## src/rtl/pxser_pkg.sv

```systemverilog
package pxser_pkg;

    localparam int MAX_BYTES = 3;

    typedef struct packed {
        logic [7:0] r;
        logic [7:0] g;
        logic [7:0] b;
    } rgb_t;

    typedef enum logic {
        FMT_565 = 1'b0,
        FMT_666 = 1'b1
    } pxfmt_e;

    // bytes[0] leaves first
    typedef struct packed {
        logic [MAX_BYTES-1:0][7:0] bytes;
        logic [1:0]                count;
    } burst_t;

    function automatic logic [15:0] pack565(rgb_t p);
        return {p.r[7:3], p.g[7:2], p.b[7:3]};
    endfunction

    function automatic logic [7:0] trunc666(logic [7:0] c);
        return {c[7:2], 2'b00};
    endfunction

endpackage

```

## src/rtl/pxser_packer.sv

```systemverilog
module pxser_packer
    import pxser_pkg::*;
(
    input  rgb_t   pix,
    input  pxfmt_e fmt,
    output burst_t burst
);
    logic [15:0]               word565;
    logic [MAX_BYTES-1:0][7:0] chan;

    assign chan[0] = pix.r;
    assign chan[1] = pix.g;
    assign chan[2] = pix.b;
    assign word565 = pack565(pix);

    always_comb begin
        burst = '0;
        if (fmt == FMT_565) begin
            burst.bytes[0] = word565[15:8];
            burst.bytes[1] = word565[7:0];
            burst.count    = 2'd2;
        end else begin
            for (int i = 0; i < MAX_BYTES; i++)
                burst.bytes[i] = trunc666(chan[i]);
            burst.count = 2'd3;
        end
    end
endmodule

```

## src/rtl/pxser_frame.sv

```systemverilog
module pxser_frame
    import pxser_pkg::*;
#(
    parameter int LEN_W = 16
) (
    input  logic             clk,
    input  logic             rst,
    input  logic             accept,
    input  pxfmt_e           fmt_sel,
    input  logic [LEN_W-1:0] frame_len,
    output pxfmt_e           fmt_eff,
    output logic             last_pix
);
    localparam int CW = LEN_W + 1;

    logic [LEN_W-1:0] cnt_q, len_q, len_eff;
    pxfmt_e           fmt_q;
    logic             start;
    logic [CW-1:0]    nxt;

    assign start    = (cnt_q == '0);
    assign len_eff  = start ? frame_len : len_q;
    assign fmt_eff  = start ? fmt_sel : fmt_q;
    assign nxt      = {1'b0, cnt_q} + CW'(1);
    assign last_pix = (nxt >= {1'b0, len_eff});

    always_ff @(posedge clk) begin
        if (rst) begin
            cnt_q <= '0;
            len_q <= '0;
            fmt_q <= FMT_565;
        end else if (accept) begin
            if (start) begin
                fmt_q <= fmt_sel;
                len_q <= frame_len;
            end
            cnt_q <= last_pix ? '0 : nxt[LEN_W-1:0];
        end
    end


    fmt_hold_chk: assert property (@(posedge clk) disable iff (rst)
        (cnt_q != '0) |=> $stable(fmt_q));


    cnt_range_chk: assert property (@(posedge clk) disable iff (rst)
        (cnt_q != '0) |-> (cnt_q < len_q));
endmodule

```

## src/rtl/pxser_byteseq.sv

```systemverilog
module pxser_byteseq
    import pxser_pkg::*;
(
    input  logic       clk,
    input  logic       rst,
    input  logic       load,
    input  burst_t     burst_in,
    input  logic       last_in,
    input  logic       spi_ready,
    output logic       busy,
    output logic [7:0] spi_byte,
    output logic       frame_end
);
    burst_t     burst_q;
    logic [1:0] idx_q;
    logic       busy_q, last_q, eof_q;
    logic       take, final_byte;

    assign take       = busy_q && spi_ready;
    assign final_byte = take && (idx_q == burst_q.count - 2'd1);
    assign busy       = busy_q;
    assign spi_byte   = burst_q.bytes[idx_q];
    assign frame_end  = eof_q;

    always_ff @(posedge clk) begin
        if (rst) begin
            burst_q <= '0;
            idx_q   <= '0;
            busy_q  <= 1'b0;
            last_q  <= 1'b0;
            eof_q   <= 1'b0;
        end else begin
            eof_q <= final_byte && last_q;
            if (load) begin
                burst_q <= burst_in;
                idx_q   <= '0;
                busy_q  <= 1'b1;
                last_q  <= last_in;
            end else if (take) begin
                if (final_byte) busy_q <= 1'b0;
                else            idx_q  <= idx_q + 2'd1;
            end
        end
    end


    hold_byte_chk: assert property (@(posedge clk) disable iff (rst)
        (busy_q && !spi_ready) |=> (busy_q && $stable(spi_byte)));


    idx_range_chk: assert property (@(posedge clk) disable iff (rst)
        busy_q |-> (idx_q < burst_q.count));


    eof_after_xfer_chk: assert property (@(posedge clk) disable iff (rst)
        eof_q |-> $past(busy_q && spi_ready));


    eof_pulse_chk: assert property (@(posedge clk) disable iff (rst)
        eof_q |=> !eof_q);
endmodule

```

## src/rtl/pxser_top.sv

```systemverilog
module pxser_top
    import pxser_pkg::*;
#(
    parameter int LEN_W = 16
) (
    input  logic             clk,
    input  logic             rst,
    input  logic             pix_valid,
    output logic             pix_ready,
    input  logic [23:0]      pix_rgb,
    input  logic             fmt_sel,
    input  logic [LEN_W-1:0] frame_len,
    output logic             spi_valid,
    input  logic             spi_ready,
    output logic [7:0]       spi_byte,
    output logic             spi_dc,
    output logic             frame_end
);
    logic   accept, busy, last_pix;
    pxfmt_e fmt_eff;
    burst_t burst;

    assign pix_ready = !busy;
    assign accept    = pix_valid && pix_ready;
    assign spi_valid = busy;
    assign spi_dc    = 1'b1;

    pxser_frame #(.LEN_W(LEN_W)) u_frame (
        .clk       (clk),
        .rst       (rst),
        .accept    (accept),
        .fmt_sel   (pxfmt_e'(fmt_sel)),
        .frame_len (frame_len),
        .fmt_eff   (fmt_eff),
        .last_pix  (last_pix)
    );

    pxser_packer u_packer (
        .pix   (rgb_t'(pix_rgb)),
        .fmt   (fmt_eff),
        .burst (burst)
    );

    pxser_byteseq u_seq (
        .clk       (clk),
        .rst       (rst),
        .load      (accept),
        .burst_in  (burst),
        .last_in   (last_pix),
        .spi_ready (spi_ready),
        .busy      (busy),
        .spi_byte  (spi_byte),
        .frame_end (frame_end)
    );


    start_chk: assert property (@(posedge clk) disable iff (rst)
        $rose(spi_valid) |-> $past(pix_valid && pix_ready));
endmodule

```

## config.mk

```make
export PLATFORM = sky130hd
export DESIGN_NAME = pxser_top
export DESIGN_NICKNAME = d
export VERILOG_FILES = /design/src/rtl/pxser_pkg.sv /design/src/rtl/pxser_packer.sv /design/src/rtl/pxser_frame.sv /design/src/rtl/pxser_byteseq.sv /design/src/rtl/pxser_top.sv
export SDC_FILE = /design/constraint.sdc
export NUM_CORES = 1
export LEC_CHECK = 0
export BUFFER_PORTS_ARGS = -buffer_cell sky130_fd_sc_hd__buf_2
export CORE_MARGIN = 5
export CORE_UTILIZATION = 25
export DETAILED_ROUTE_END_ITERATION = 7
export PLACE_DENSITY = 0.43
export SYNTH_ARGS = -nofsm -noshare
export SYNTH_HDL_FRONTEND = slang
export SYNTH_SLANG_ARGS = --single-unit
```

## constraint.sdc

```tcl
create_clock -name clk -period 3.35 [get_ports clk]
set_input_delay 0.335 -clock clk [delete_from_list [all_inputs] [get_ports clk]]
set_output_delay 0.335 -clock clk [all_outputs]
set_load 0.03 [all_outputs]
```

Word-level counts from Yosys, hierarchy flattened. Index checks and enable logic that the tools add are counted. W data, S select, Z words.

Register bits after elaboration: 64. Output and inout port bits: 12. Logic and storage cells: 39.

Add/sub/neg operators: 3. Magnitude comparators: 2. Eq/ne operators: 1. Mux-type cells: 10. Bitwise operators: 1. Reductions and logical operators: 11.

Operators by type and width (number): $mux W16 (2); $mux W18 (1); $add A16 B1 Y17 const B (1); $ge A17 B16 Y1 (1); $bmux W8 S2 (1); $logic_not A16 Y1 (1); $mux W8 (2); $logic_and A1 B1 Y1 (4); $mux W1 (4); $reduce_and A2 Y1 (2); $reduce_bool A2 Y1 (2); $lt A2 B3 Y1 const B (1); $add A2 B1 Y2 const B (1); $eq A2 B2 Y1 (1); $reduce_or A2 Y1 (1); $sub A2 B1 Y2 const B (1); $logic_not A1 Y1 (1); $not A1 Y1 (1).

Logic depth before layout (Yosys ltp). Gate-level depths: netlist (run 1).

Depth after elaboration: 6. Mapped depth: 15.

Modules after synthesis. Synthesis (run 1) repeated with hierarchy kept, for this count alone.

Cells, all modules: 445. Area, all modules: 4043.9 um^2.

Modules (own cells, without submodules): pxser_frame (times used 1, cells an instance 274, area an instance 2434.8 um^2, seq. area each 660.6 um^2); pxser_byteseq (times used 1, cells an instance 137, area an instance 1322.5 um^2, seq. area each 620.6 um^2); pxser_packer (times used 1, cells an instance 30, area an instance 265.3 um^2, seq. area each 0.0 um^2); pxser_top (times used 1, cells an instance 4, area an instance 21.3 um^2, seq. area each 0.0 um^2).

Worst setup path after synthesis (run 1). OpenSTA, ideal clock, no wires.

Kind: register -> register. Start: reg u_frame.cnt_q[0]. End: reg u_frame.cnt_q[8]. Arrival time: 3082 ps. Setup slack: 197 ps. Stages on the path, launching flop included: 16. Period minus slack after synthesis: 3153 ps. Cells stage by stage: dfxtp_1 inv_1 ha_1 nor4b_2 nand4_1 buf_2 buf_2 mux2i_1 ha_1 a41oi_1 o21ai_0 a211oi_1 o211a_2 clkbuf_1 o21ai_0 a21oi_1.

Longest elaborated chain between the ends: 4. Elaborated cells on any way between the ends: 5. Classes of those cells: 1 x add/sub; 1 x order compare; 2 x mux; 1 x reduce/logical.

RTL lines: from (decl) (line pxser_frame.sv:16) `logic [LEN_W-1:0] cnt_q, len_q, len_eff;`; from (signal assigned) (line pxser_frame.sv:37) `cnt_q <= last_pix ? '0 : nxt[LEN_W-1:0];`; parallel branches: the longest is 3 deep, another holds $add A16 B1 Y17; $mux W16 * (line pxser_frame.sv:37).

Every way passes the cells marked *. A chain may end at the register's enable or synchronous reset.

Worst setup path in the final report (run 1).
Start: reg u_frame.cnt_q[10]. End: reg u_frame.cnt_q[11].

Same word-level chain as after synthesis.

==> results of run 1 <==
-- critical path, delay by kind of cell, from the launching register on --
kind            cells  cell delay (ns)
simple gates        5             1.16
xor+xnor            1             0.25
buf+inv             1             0.19
fa+ha+maj           1             0.30
compound gates      4             0.82
flops               1             0.40
-- stage by stage --
step	cells	setup WS, ns	util	power [mW]
after floorplan	422	0.197	-	1.01
after global placement	628	0.130	0.291	1.10
after detailed placement	628	0.0697	0.291	1.10
after CTS	644	0.0420	0.314	2.06
after global routing	644	-0.0126	0.318	2.14
final	644	0.144	0.318	2.03
-- state kept, by name, summed over array words and instances (netlist names) --
name and cells:
u_seq.idx_q 2, u_seq.busy 1, u_seq.last_q 1, u_seq.frame_end 1, u_frame.cnt_q 16, u_frame.len_q 16, u_seq.burst_q 24
-- synthesized netlist by cell type (all sizes together) --
| master | instances |
|---|---|
| mux2i | 25 |
| buf | 15 |
| a21oi | 32 |
| nand3b | 1 |
| and2 | 1 |
| nor4b | 1 |
| xor2 | 8 |
| xnor2 | 9 |
| nor3b | 1 |
| a211oi | 19 |
| nor3 | 8 |
| o22ai | 6 |
| o221ai | 1 |
| nand3 | 27 |
| nand2b | 3 |
| nor4 | 8 |
| or4b | 1 |
| dfxtp | 61 |
| a41oi | 1 |
| inv | 6 |
| nor2 | 36 |
| nand4 | 9 |
| conb | 1 |
| nand4b | 1 |
| a311oi | 8 |
| nor2b | 3 |
| a31oi | 5 |
| and3 | 3 |
| mux2 | 2 |
| ha | 18 |
| o211a | 1 |
| nor4bb | 1 |
| nand2 | 72 |
| o21ai | 6 |
| clkbuf | 22 |
-- worst max path at each step --
stage / startpoint / end / slack, ns / depth (start not counted)
finish: u_frame.cnt_q[10] / u_frame.cnt_q[11] / 0.14 / 12
global placement: u_frame.cnt_q[0] / u_frame.cnt_q[2] / 0.13 / 14
CTS: u_frame.cnt_q[0] / u_frame.cnt_q[7] / 0.04 / 14
floorplan: u_frame.cnt_q[0] / u_frame.cnt_q[8] / 0.20 / 15
global route: u_frame.cnt_q[0] / u_frame.cnt_q[8] / -0.01 / 14
detailed placement: u_frame.cnt_q[0] / u_frame.cnt_q[7] / 0.07 / 14
-- cells by family after synthesis --
family                   count (synthesis)  share of synthesized area
buffers and inverters                   43                     0.0542
multiplexers                            27                     0.0810
AO/OA/AOI/OAI                           79                      0.147
AND/OR/NAND/NOR                        176                      0.247
adder cells (fa/ha/maj)                 18                     0.0659
other                                    1                    0.00110
XOR/XNOR                                17                     0.0458
flip-flops                              61                      0.358
-- power groups by stage --
stage / Sequential (mW) / Clock, mW / Combinational [mW]
floorplan: 0.800 / 0 / 0.210
global placement: 0.808 / 0 / 0.289
detailed placement: 0.809 / 0 / 0.295
CTS: 0.793 / 0.967 / 0.296
global route: 0.799 / 1.00 / 0.334
finish: 0.794 / 0.942 / 0.297
-- metal layers --
metal  wire length [um]  vias up  global-route usage
met5                  0        -                   0
met4                139        0              0.0404
met3                345        9              0.0349
met2               4180       39               0.186
met1               4620     1448               0.161
li1                   -     1568                   -
-- layout make-up --
type	instances	area, sq um
fill	1429	9070
multi-input combinational	318	2060
sequential	61	1230
timing repair buffer	67	397
clock buffer	10	239
tap	176	220
clock inverter	6	61.3
inverter	6	22.5
==> impl_results.md, run 1 <==
* Initial Utilization at 0.257
* Syn Nets at 485
* Fmax at 0.312 GHz
* Layout cell share with drive strength beyond 1 at 0.233
* ANT nets after route at 0
* Sequential area share after synthesis at 0.358
* Pre-antenna DRT Iters at 4
* Internal at 1.48 mW
* Final setup vio count at 0
* Vias at 3064
* Tcrit/Tclk final at 0.957
* Gp weighted congestion at 0.759
* Antenna violations before repair at 0
* Area after DPL at 3870 sq um
* Pwr dens at 481 nW/um^2
* DRC at 0
* Final net count at 526
* CTS buffer count at 9
* Top cells by area, synth: dfxtp_1 36%, nand2_1 7.9%, mux2i_1 7.0%, ha_1 6.6%, a21oi_1 4.5%
* Fin. Hold Viols at 0
* Reg power frac at 0.390
* WP data arrival at 3.46 ns
* Hold path cells at 2
* Die H at 127 um
* Startpoint of the worst register-to-register path: u_frame.cnt_q[10]
* Sinks on Clock Net at 61
* CP Launch Type: flop
* Mapped cell area at 3420 sq um
* Flop2flop setup slack at 0.14 ns
* Initial DRC count at 173
* Max cap viols at 0
* Total number of H-tree levels at 3
* Number of global-route vias before repair at 3137
* Most frequent cells in the layout: 72 x nand2_1, 57 x dfxtp_1, 49 x buf_2
* Post-CTS Setup Repair Bufs at 0
* IO Count at 57
* Post-cts gate resize count at 0
* Post-layout min period at 3.21 ns
* Max clock buf depth at 2
* Reg clk slew, reported paths at 0.06 ns
* Worst Skew at 0.00832 ns
* Leakage power at 1.69 nW
* Design area at 4230 sq um
* Critical path's largest stage delay at 0.52 ns
* Yosys reg bits at 61
* CP Data Required Time at 3.61 ns
* Total Routing Usage GR at 0.120
* First-pass GRT wire length at 15600 um
* Comb power frac at 0.146
* Class of the worst hold path: in2reg
* Headroom to the max-slew limit at 0.399
* Final Max Tran Viols at 0
* Net Switching at 0.556 mW
* Peak VDD IR at 251 uV
* Largest net degree at the start of global routing at 46
* Post-DP HPWL at 6500 um
* Switching share of power at 0.274
* Via/cell ratio at 4.76
* Port Buffers at 49
* Hold Path Origin: spi_ready
* Status: complete, no violations
* Synth area leader: dfxtp_1
* CTS tree: yes
* Setup crit end kind: flop
* Ant diodes at 0
* R2R Path End: u_frame.cnt_q[11]
* Clk pwr share at 0.463
* Commonest non-fill, non-tap cell in the layout: nand2_1
* Global route overflow at 0
* Die Area at 16100 sq um
* Post-synthesis area per instance at 8.09 sq um
* Cts hold-fix bufs at 0
* WHS at 0.213 ns
* Core area at 13300 sq um
* Total negative setup slack at 0 ns
* Final WL at 9280 um
* Distinct cells, synth at 43
* Setup Crit Path Kind: reg2reg
* Synth warn at 0
* Clk_lat worst skew at 0.34 ns
* Area Overhead vs Synth at 23.7%
* Crit path max fanout at 12
* Wire per inst at 14.4 um
* Rows at 42
* R2r worst-path depth at 12
* CP max-delay cell: or4b_4
* Overall die width at 127 um
* Clk root buf: clkbuf_16
* Hold path endpoint: u_seq.busy
* Critical path, cell by cell: and3_1, or4b_4, nor2_1, xor2_1, ha_1, nand4_1, o221ai_1, a211oi_1, o211a_2, buf_4, nand3_1, a31oi_1
* Synthesized netlist cell count at 422
* Worst slew pin tran at 0.900 ns
* Synth top area share at 0.358
Power figures use the tool's default switching activity.
==> run 2: changes to the inputs <==
--- a/config.mk
+++ b/config.mk
@@ -5,10 +5,12 @@
 export SDC_FILE = /design/constraint.sdc
 export NUM_CORES = 1
 export LEC_CHECK = 0
-export BUFFER_PORTS_ARGS = -buffer_cell sky130_fd_sc_hd__buf_2
+export BUFFER_PORTS_ARGS = -buffer_cell sky130_fd_sc_hd__buf_4
 export CORE_MARGIN = 5
 export CORE_UTILIZATION = 25
+export CTS_BUF_LIST = sky130_fd_sc_hd__clkbuf_2
 export DETAILED_ROUTE_END_ITERATION = 7
+export GPL_ROUTABILITY_DRIVEN = 1
 export PLACE_DENSITY = 0.43
 export SYNTH_ARGS = -nofsm -noshare
 export SYNTH_HDL_FRONTEND = slang
==> run 2 against run 1 <==
Fmax is 3.2% higher. Utilization fell by 0.28 points. Clock-buffer cell count is 1 lower.
==> impl_results.md, run 2 (synthesized netlist as in run 1, its figures left out) <==
* Layout cell share with drive strength beyond 1 at 0.223 (-0.00998)
* Area Overhead vs Synth at 22.6%
* Sinks on Clock Net at 61 (unchanged)
* Final Max Tran Viols at 0 (unchanged)
* WP data arrival at 3.55 ns (+0.09 ns)
* Leakage power at 1.64 nW (-2.9%)
* Final setup vio count at 0 (unchanged)
* Number of global-route vias before repair at 2993 (-4.6%)
* Fill cell count at 1440 (+0.77%)
* R2R Path End: u_frame.cnt_q[2]
* Headroom to the max-slew limit at 0.310 (-0.0884)
* Antenna violations before repair at 1 (+1)
* First-pass GRT wire length at 15000 um (-3.8%)
* R2r worst-path depth at 14 (+2)
* Crit path max fanout at 18 (+6)
* Fin. Hold Viols at 0 (unchanged)
* IO Count at 57 (unchanged)
* Clk_lat worst skew at 0.52 ns (+0.18 ns)
* Final net count at 529 (+0.57%)
* Worst Skew at 0.0266 ns (+0.0183 ns)
* Pwr dens at 360 nW/um^2 (-25%)
* Flop2flop setup slack at 0.24 ns (+0.10 ns)
* Worst slew pin tran at 1.03 ns (+0.132 ns)
* Status: complete, no violations
* DRC at 0 (unchanged)
* Core area at 13300 sq um (unchanged)
* Commonest non-fill, non-tap cell in the layout: nand2_1
* Global route overflow at 0 (unchanged)
* Initial DRC count at 176 (+1.7%)
* Class of the worst hold path: in2reg
* Max cap viols at 0 (unchanged)
* Max reg flops at 24 (unchanged)
* ANT nets after route at 0 (unchanged)
* Final WL at 9070 um (-2.2%)
* Hold path endpoint: u_seq.burst_q[20]
* Final std cells w/o fill at 648 (+0.62%)
* Total negative setup slack at 0 ns (unchanged)
* Pre-antenna DRT Iters at 4 (unchanged)
* Tcrit/Tclk final at 0.928 (-0.0293)
* Via/cell ratio at 4.70 (-1.1%)
* Critical Path Source: u_frame.cnt_q[0]
* Post-layout min period at 3.11 ns (-0.0980 ns)
* Port Buffers at 49 (unchanged)
* Reg clk slew, reported paths at 0.20 ns (+0.14 ns)
* Biggest register: u_seq.burst_q
* Initial Utilization at 0.257 (unchanged)
* Vias at 3048 (-0.52%)
* Startpoint of the worst register-to-register path: u_frame.cnt_q[0]
* RSZ-0062 raised after global routing: false
* Post-DP HPWL at 6280 um (-3.3%)
* Placed Cells at 624 (-0.64%)
* Setup crit end kind: flop
* Clk root buf: clkbuf_2
* Gp weighted congestion at 0.769 (+1.3%)
* Largest net degree at the start of global routing at 63 (+37%)
* CTS buffer count at 9 (unchanged)
* Wire per inst at 14.0 um (-2.8%)
* Overall die width at 127 um (unchanged)
* Setup Crit Path Kind: reg2reg
* Hold path cells at 3 (+1)
* Top Registers: u_seq.burst_q (24), u_frame.cnt_q (16), u_frame.len_q (16)
* Most frequent cells in the layout: 72 x nand2_1, 62 x buf_4, 53 x dfxtp_1
* CTS tree: yes
* Die Area at 16100 sq um (unchanged)
* Max clock buf depth at 2 (unchanged)
* Total number of H-tree levels at 3 (unchanged)
* Total Routing Usage GR at 0.116 (-0.00407)
* Hold Path Origin: pix_rgb[2]
* Rows at 42 (unchanged)
* CP Data Required Time at 3.79 ns (+0.18 ns)
* CP Launch Type: flop
* Die H at 127 um (unchanged)
* Fmax at 0.322 GHz (+3.2%)
* Peak VDD IR at 111 uV (-56%)
[run 2: per-stage QoR]
| step | cell area, sq um | hold WS, ns | setup slack, ns | total power [mW] | util |
|---|---|---|---|---|---|
| 5_1_grt | 4190 | 0.000869 | 0.00306 | 1.61 | 0.315 |
| 3_5_place_dp | 3970 | 0.445 | 0.0649 | 1.12 | 0.298 |
| 6_report | 4190 | 0.0529 | 0.242 | 1.51 | 0.315 |
| 4_1_cts | 4090 | 0.00292 | 0.00989 | 1.52 | 0.308 |
| 3_3_place_gp | 3970 | 0.440 | 0.0666 | 1.11 | 0.298 |
| 2_1_floorplan | 3420 | 0.431 | 0.197 | 1.01 | - |
[run 2: what timing repair did]
item	CTS	global route
setup endpoints to repair	0	17
hold buffers	4	2
buffers inserted	0	1
endpoints found under the hold margin	4	2
resized for setup	0	19
[run 2: layout make-up]
class / count / area (sq um) / share of cell area
tap: 176 / 220 / 0.0526
sequential: 61 / 1230 / 0.295
timing repair buffer: 70 / 566 / 0.135
inverter: 6 / 22.5 / 0.00538
multi-input combinational: 318 / 2060 / 0.491
antenna: 1 / 2.50 / 0.000598
clock inverter: 7 / 41.3 / 0.00986
clock buffer: 9 / 45.0 / 0.0108
[run 2: report_power, final]
| group | internal, mW | total [mW] | switching, mW |
|---|---|---|---|
| clock | 0.0921 | 0.393 | 0.301 |
| combinational | 0.142 | 0.321 | 0.179 |
| sequential | 0.765 | 0.794 | 0.0283 |
| total | 0.999 | 1.51 | 0.508 |
[run 2: critical path, stage by stage, from the launching register on]
cell	delay, ns
dfxtp_2	0.43
inv_1	0.07
ha_1	0.22
nor4b_4	0.13
nand4_1	0.14
buf_12	0.21
mux2i_2	0.26
ha_1	0.29
a41oi_1	0.22
o21ai_0	0.12
a211oi_1	0.29
o211a_2	0.22
buf_4	0.18
nand4b_1	0.11
a31oi_1	0.16
[run 2: worst max-delay path by stage]
stage	to	slack [ns]	cells past startpoint
2_1_floorplan	u_frame.cnt_q[8]	0.20	15
3_3_place_gp	u_frame.cnt_q[2]	0.07	14
3_5_place_dp	u_frame.cnt_q[2]	0.06	14
4_1_cts	u_frame.cnt_q[2]	0.01	14
5_1_grt	u_frame.cnt_q[5]	0.003	14
6_report	u_frame.cnt_q[2]	0.24	14
[run 2: layer usage]
metal  share of wire  GRT usage  wire length [um]
met1            0.50      0.155              4540
met3           0.038     0.0261               342
met5               0          0                 0
met2            0.44      0.178              4030
met4           0.017     0.0530               155
==> run 3: changes to the inputs <==
--- a/config.mk
+++ b/config.mk
@@ -7,11 +7,11 @@
 export LEC_CHECK = 0
 export BUFFER_PORTS_ARGS = -buffer_cell sky130_fd_sc_hd__buf_4
 export CORE_MARGIN = 5
-export CORE_UTILIZATION = 25
+export CORE_UTILIZATION = 53
 export CTS_BUF_LIST = sky130_fd_sc_hd__clkbuf_2
 export DETAILED_ROUTE_END_ITERATION = 7
 export GPL_ROUTABILITY_DRIVEN = 1
-export PLACE_DENSITY = 0.43
+export PLACE_DENSITY = 0.79
 export SYNTH_ARGS = -nofsm -noshare
 export SYNTH_HDL_FRONTEND = slang
 export SYNTH_SLANG_ARGS = --single-unit
==> run 3 against run 2 <==
Sequential power hardly changed. Power is 9.5% higher. Critical path depth is 2 lower. Clock skew rose by 0.0073 ns. Clock-buffer cell count grew 1.
==> impl_results.md, run 3 (synthesized netlist as in run 1, its figures left out) <==
* Total negative setup slack at 0 ns (unchanged)
* Reg clk slew, reported paths at 0.18 ns (-0.02 ns)
* Headroom to the max-slew limit at 0.430 (+0.120)
* Final WL at 8330 um (-8.2%)
* Wire per inst at 15.4 um (+9.8%)
* Area after DPL at 3830 sq um (-3.4%)
* CTS tree: yes
* RSZ-0062 raised after global routing: false
* Switching share of power at 0.300 (-0.0367)
* Max cap viols at 0 (unchanged)
* Max reg flops at 24 (unchanged)
* Initial DRC count at 237 (+35%)
* Pwr dens at 410 nW/um^2 (+14%)
* Worst slew pin tran at 0.853 ns (-0.178 ns)
* Initial Utilization at 0.541 (+0.284)
* Max clock buf depth at 2 (unchanged)
* Core area at 6310 sq um (-53%)
* Post-layout min period at 3.14 ns (+0.0292 ns)
* Most frequent cells in the layout: 72 x nand2_1, 61 x buf_4, 55 x dfxtp_1
* CP Data Required Time at 3.76 ns (-0.03 ns)
* Fill cell count at 555 (-61%)
* Leakage power at 1.62 nW (-1.3%)
* Post-DP HPWL at 5790 um (-7.8%)
* R2R Path End: u_frame.cnt_q[4]
* Status: complete, no violations
* Reg power frac at 0.482 (-0.045)
* CP max-delay cell: or4b_4
* Multi-input gate area at 2030 sq um (-1.3%)
* Vias at 3127 (+2.6%)
* CP Launch Type: flop
* Total number of H-tree levels at 3 (unchanged)
* Tcrit/Tclk final at 0.937 (+0.00871)
* Clk root buf: clkbuf_2
* CTS buffer count at 9 (unchanged)
* Clk_lat worst skew at 0.50 ns (-0.02 ns)
* Rows at 29 (-31%)
* Commonest non-fill, non-tap cell in the layout: nand2_1
* Via/cell ratio at 5.77 (+23%)
* Area Overhead vs Synth at 17.8%
* Die Area at 8150 sq um (-49%)
* Family with the most delay on the worst path: simple AND/OR/NAND/NOR gates
* Ant diodes at 0 (-1)
* Critical path depth in cells at 12 (-2)
* CP bufs+invs at 1 (-2)
* ANT nets after route at 0 (unchanged)
* Peak VDD IR at 353 uV (+220%)
* Final Max Tran Viols at 0 (unchanged)
* Number of global-route vias before repair at 2964 (-0.97%)
* Setup crit end kind: flop
* Fin. Hold Viols at 0 (unchanged)
* Final net count at 523 (-1.1%)
* Gp weighted congestion at 0.819 (+6.5%)
* Hold path cells at 3 (unchanged)
* IO Count at 57 (unchanged)
* Flop2flop setup slack at 0.21 ns (-0.03 ns)
* Global route overflow at 0 (unchanged)
* Overall die width at 90.3 um (-29%)
* Antenna violations before repair at 0 (-1)
* Largest net degree at the start of global routing at 63 (unchanged)
* WP data arrival at 3.55 ns (about the same)
* Register area at 1230 sq um (-0.20%)
* Clk pwr share at 0.327 (+0.067)
* Total Routing Usage GR at 0.205 (+0.0884)
* Power Total at 1.65 mW (+9.5%)
* Internal at 1.16 mW (+16%)
* Critical path's largest stage delay at 0.53 ns (+0.10 ns)
* Biggest register: u_seq.burst_q
* Die H at 90.3 um (-29%)
* Final setup vio count at 0 (unchanged)
* Crit path capture: u_frame.cnt_q[4]
* Class of the worst hold path: in2reg
* Sinks on Clock Net at 61 (unchanged)
* Fmax at 0.319 GHz (-0.93%)
* Critical path, cell by cell: and3_1, or4b_4, nor2_1, xor2_1, ha_1, nand4_1, o221ai_1, a211oi_2, o211a_2, buf_12, nand3_1, a31oi_1
* Design area at 4030 sq um (-3.9%)
* Pre-antenna DRT Iters at 6 (+2)
* Comb power frac at 0.191 (-0.022)
* DRC at 0 (unchanged)
* Critical Path Source: u_frame.cnt_q[9]
* Setup Crit Path Kind: reg2reg
* Crit path max fanout at 22 (+4)
* Worst Skew at 0.0339 ns (+0.00725 ns)
* Layout cell share with drive strength beyond 1 at 0.222 (-0.00142)
* Port Buffers at 49 (unchanged)
* R2r worst-path depth at 12 (-2)
* First-pass GRT wire length at 13900 um (-7.2%)
* Top Registers: u_seq.burst_q (24), u_frame.cnt_q (16), u_frame.len_q (16)
* Net Switching at 0.496 mW (-2.4%)
* Startpoint of the worst register-to-register path: u_frame.cnt_q[9]
-- run 3: cell count changes in the layout (fill, tap and decap cells not counted), moves of 2 or more --
cell	previous run	this run
clkinv_1	2	0
dfxtp_1	53	55
dfxtp_2	7	5
clkinvlp_4	2	0
dlygate4sd3_1	6	1
bufinv_16	0	2
clkinv_4	0	2
-- run 3: repair_timing --
action                     4_1_cts  5_1_grt
hold buffers                     1        0
setup endpoints to repair        0       17
buffers inserted                 0        3
gates resized for setup          0       11
hold endpoints to repair         1        0
-- run 3: per-layer routing --
metal  global-route usage  part of all wire
met1                0.272              0.45
met2                0.314              0.48
met3               0.0442             0.048
met4               0.0993             0.017
met5                    0                 0
-- run 3: cell type report --
class,instances,share of cell area
Clock buffer,10,0.0124
Clock inverter,6,0.0218
Inverter,6,0.00560
Multi-Input combinational cell,318,0.504
Sequential cell,61,0.306
Tap cell,77,0.0239
Timing Repair Buffer,64,0.126
-- run 3: how the worst min path moves through the flow --
stage | from | end | slack (ns)
2_1_floorplan | u_seq.burst_q[2] | u_seq.burst_q[2] | 0.43
3_3_place_gp | u_seq.burst_q[2] | u_seq.burst_q[2] | 0.44
3_5_place_dp | u_seq.burst_q[21] | u_seq.burst_q[21] | 0.45
4_1_cts | pix_rgb[19] | u_seq.burst_q[5] | 0.02
5_1_grt | pix_rgb[22] | u_seq.burst_q[8] | 0.03
6_report | pix_rgb[22] | u_seq.burst_q[8] | 0.07
-- run 3: per-stage QoR --
stage               std cells  setup WS (ns)  utilization  hold WS, ns
floorplan                 422          0.197            -        0.431
global placement          522          0.252        0.607        0.438
detailed placement        522          0.141        0.607        0.448
CTS                       539         0.0640        0.630       0.0222
global route              542        0.00413        0.638       0.0311
finish                    542          0.213        0.638       0.0678
-- run 3: worst min-delay path: cells and delay by family --
family / cells / cell delay [ns]
buf+inv: 1 / 0.11
compound gates: 1 / 0.05
simple gates: 1 / 0.04
-- run 3: power groups by stage --
stage,clock (mW),sequential (mW),combinational [mW]
after floorplan,0,0.800,0.210
after global placement,0,0.807,0.292
after detailed placement,0,0.810,0.302
after CTS,0.551,0.795,0.306
after global routing,0.581,0.801,0.347
final,0.540,0.795,0.315
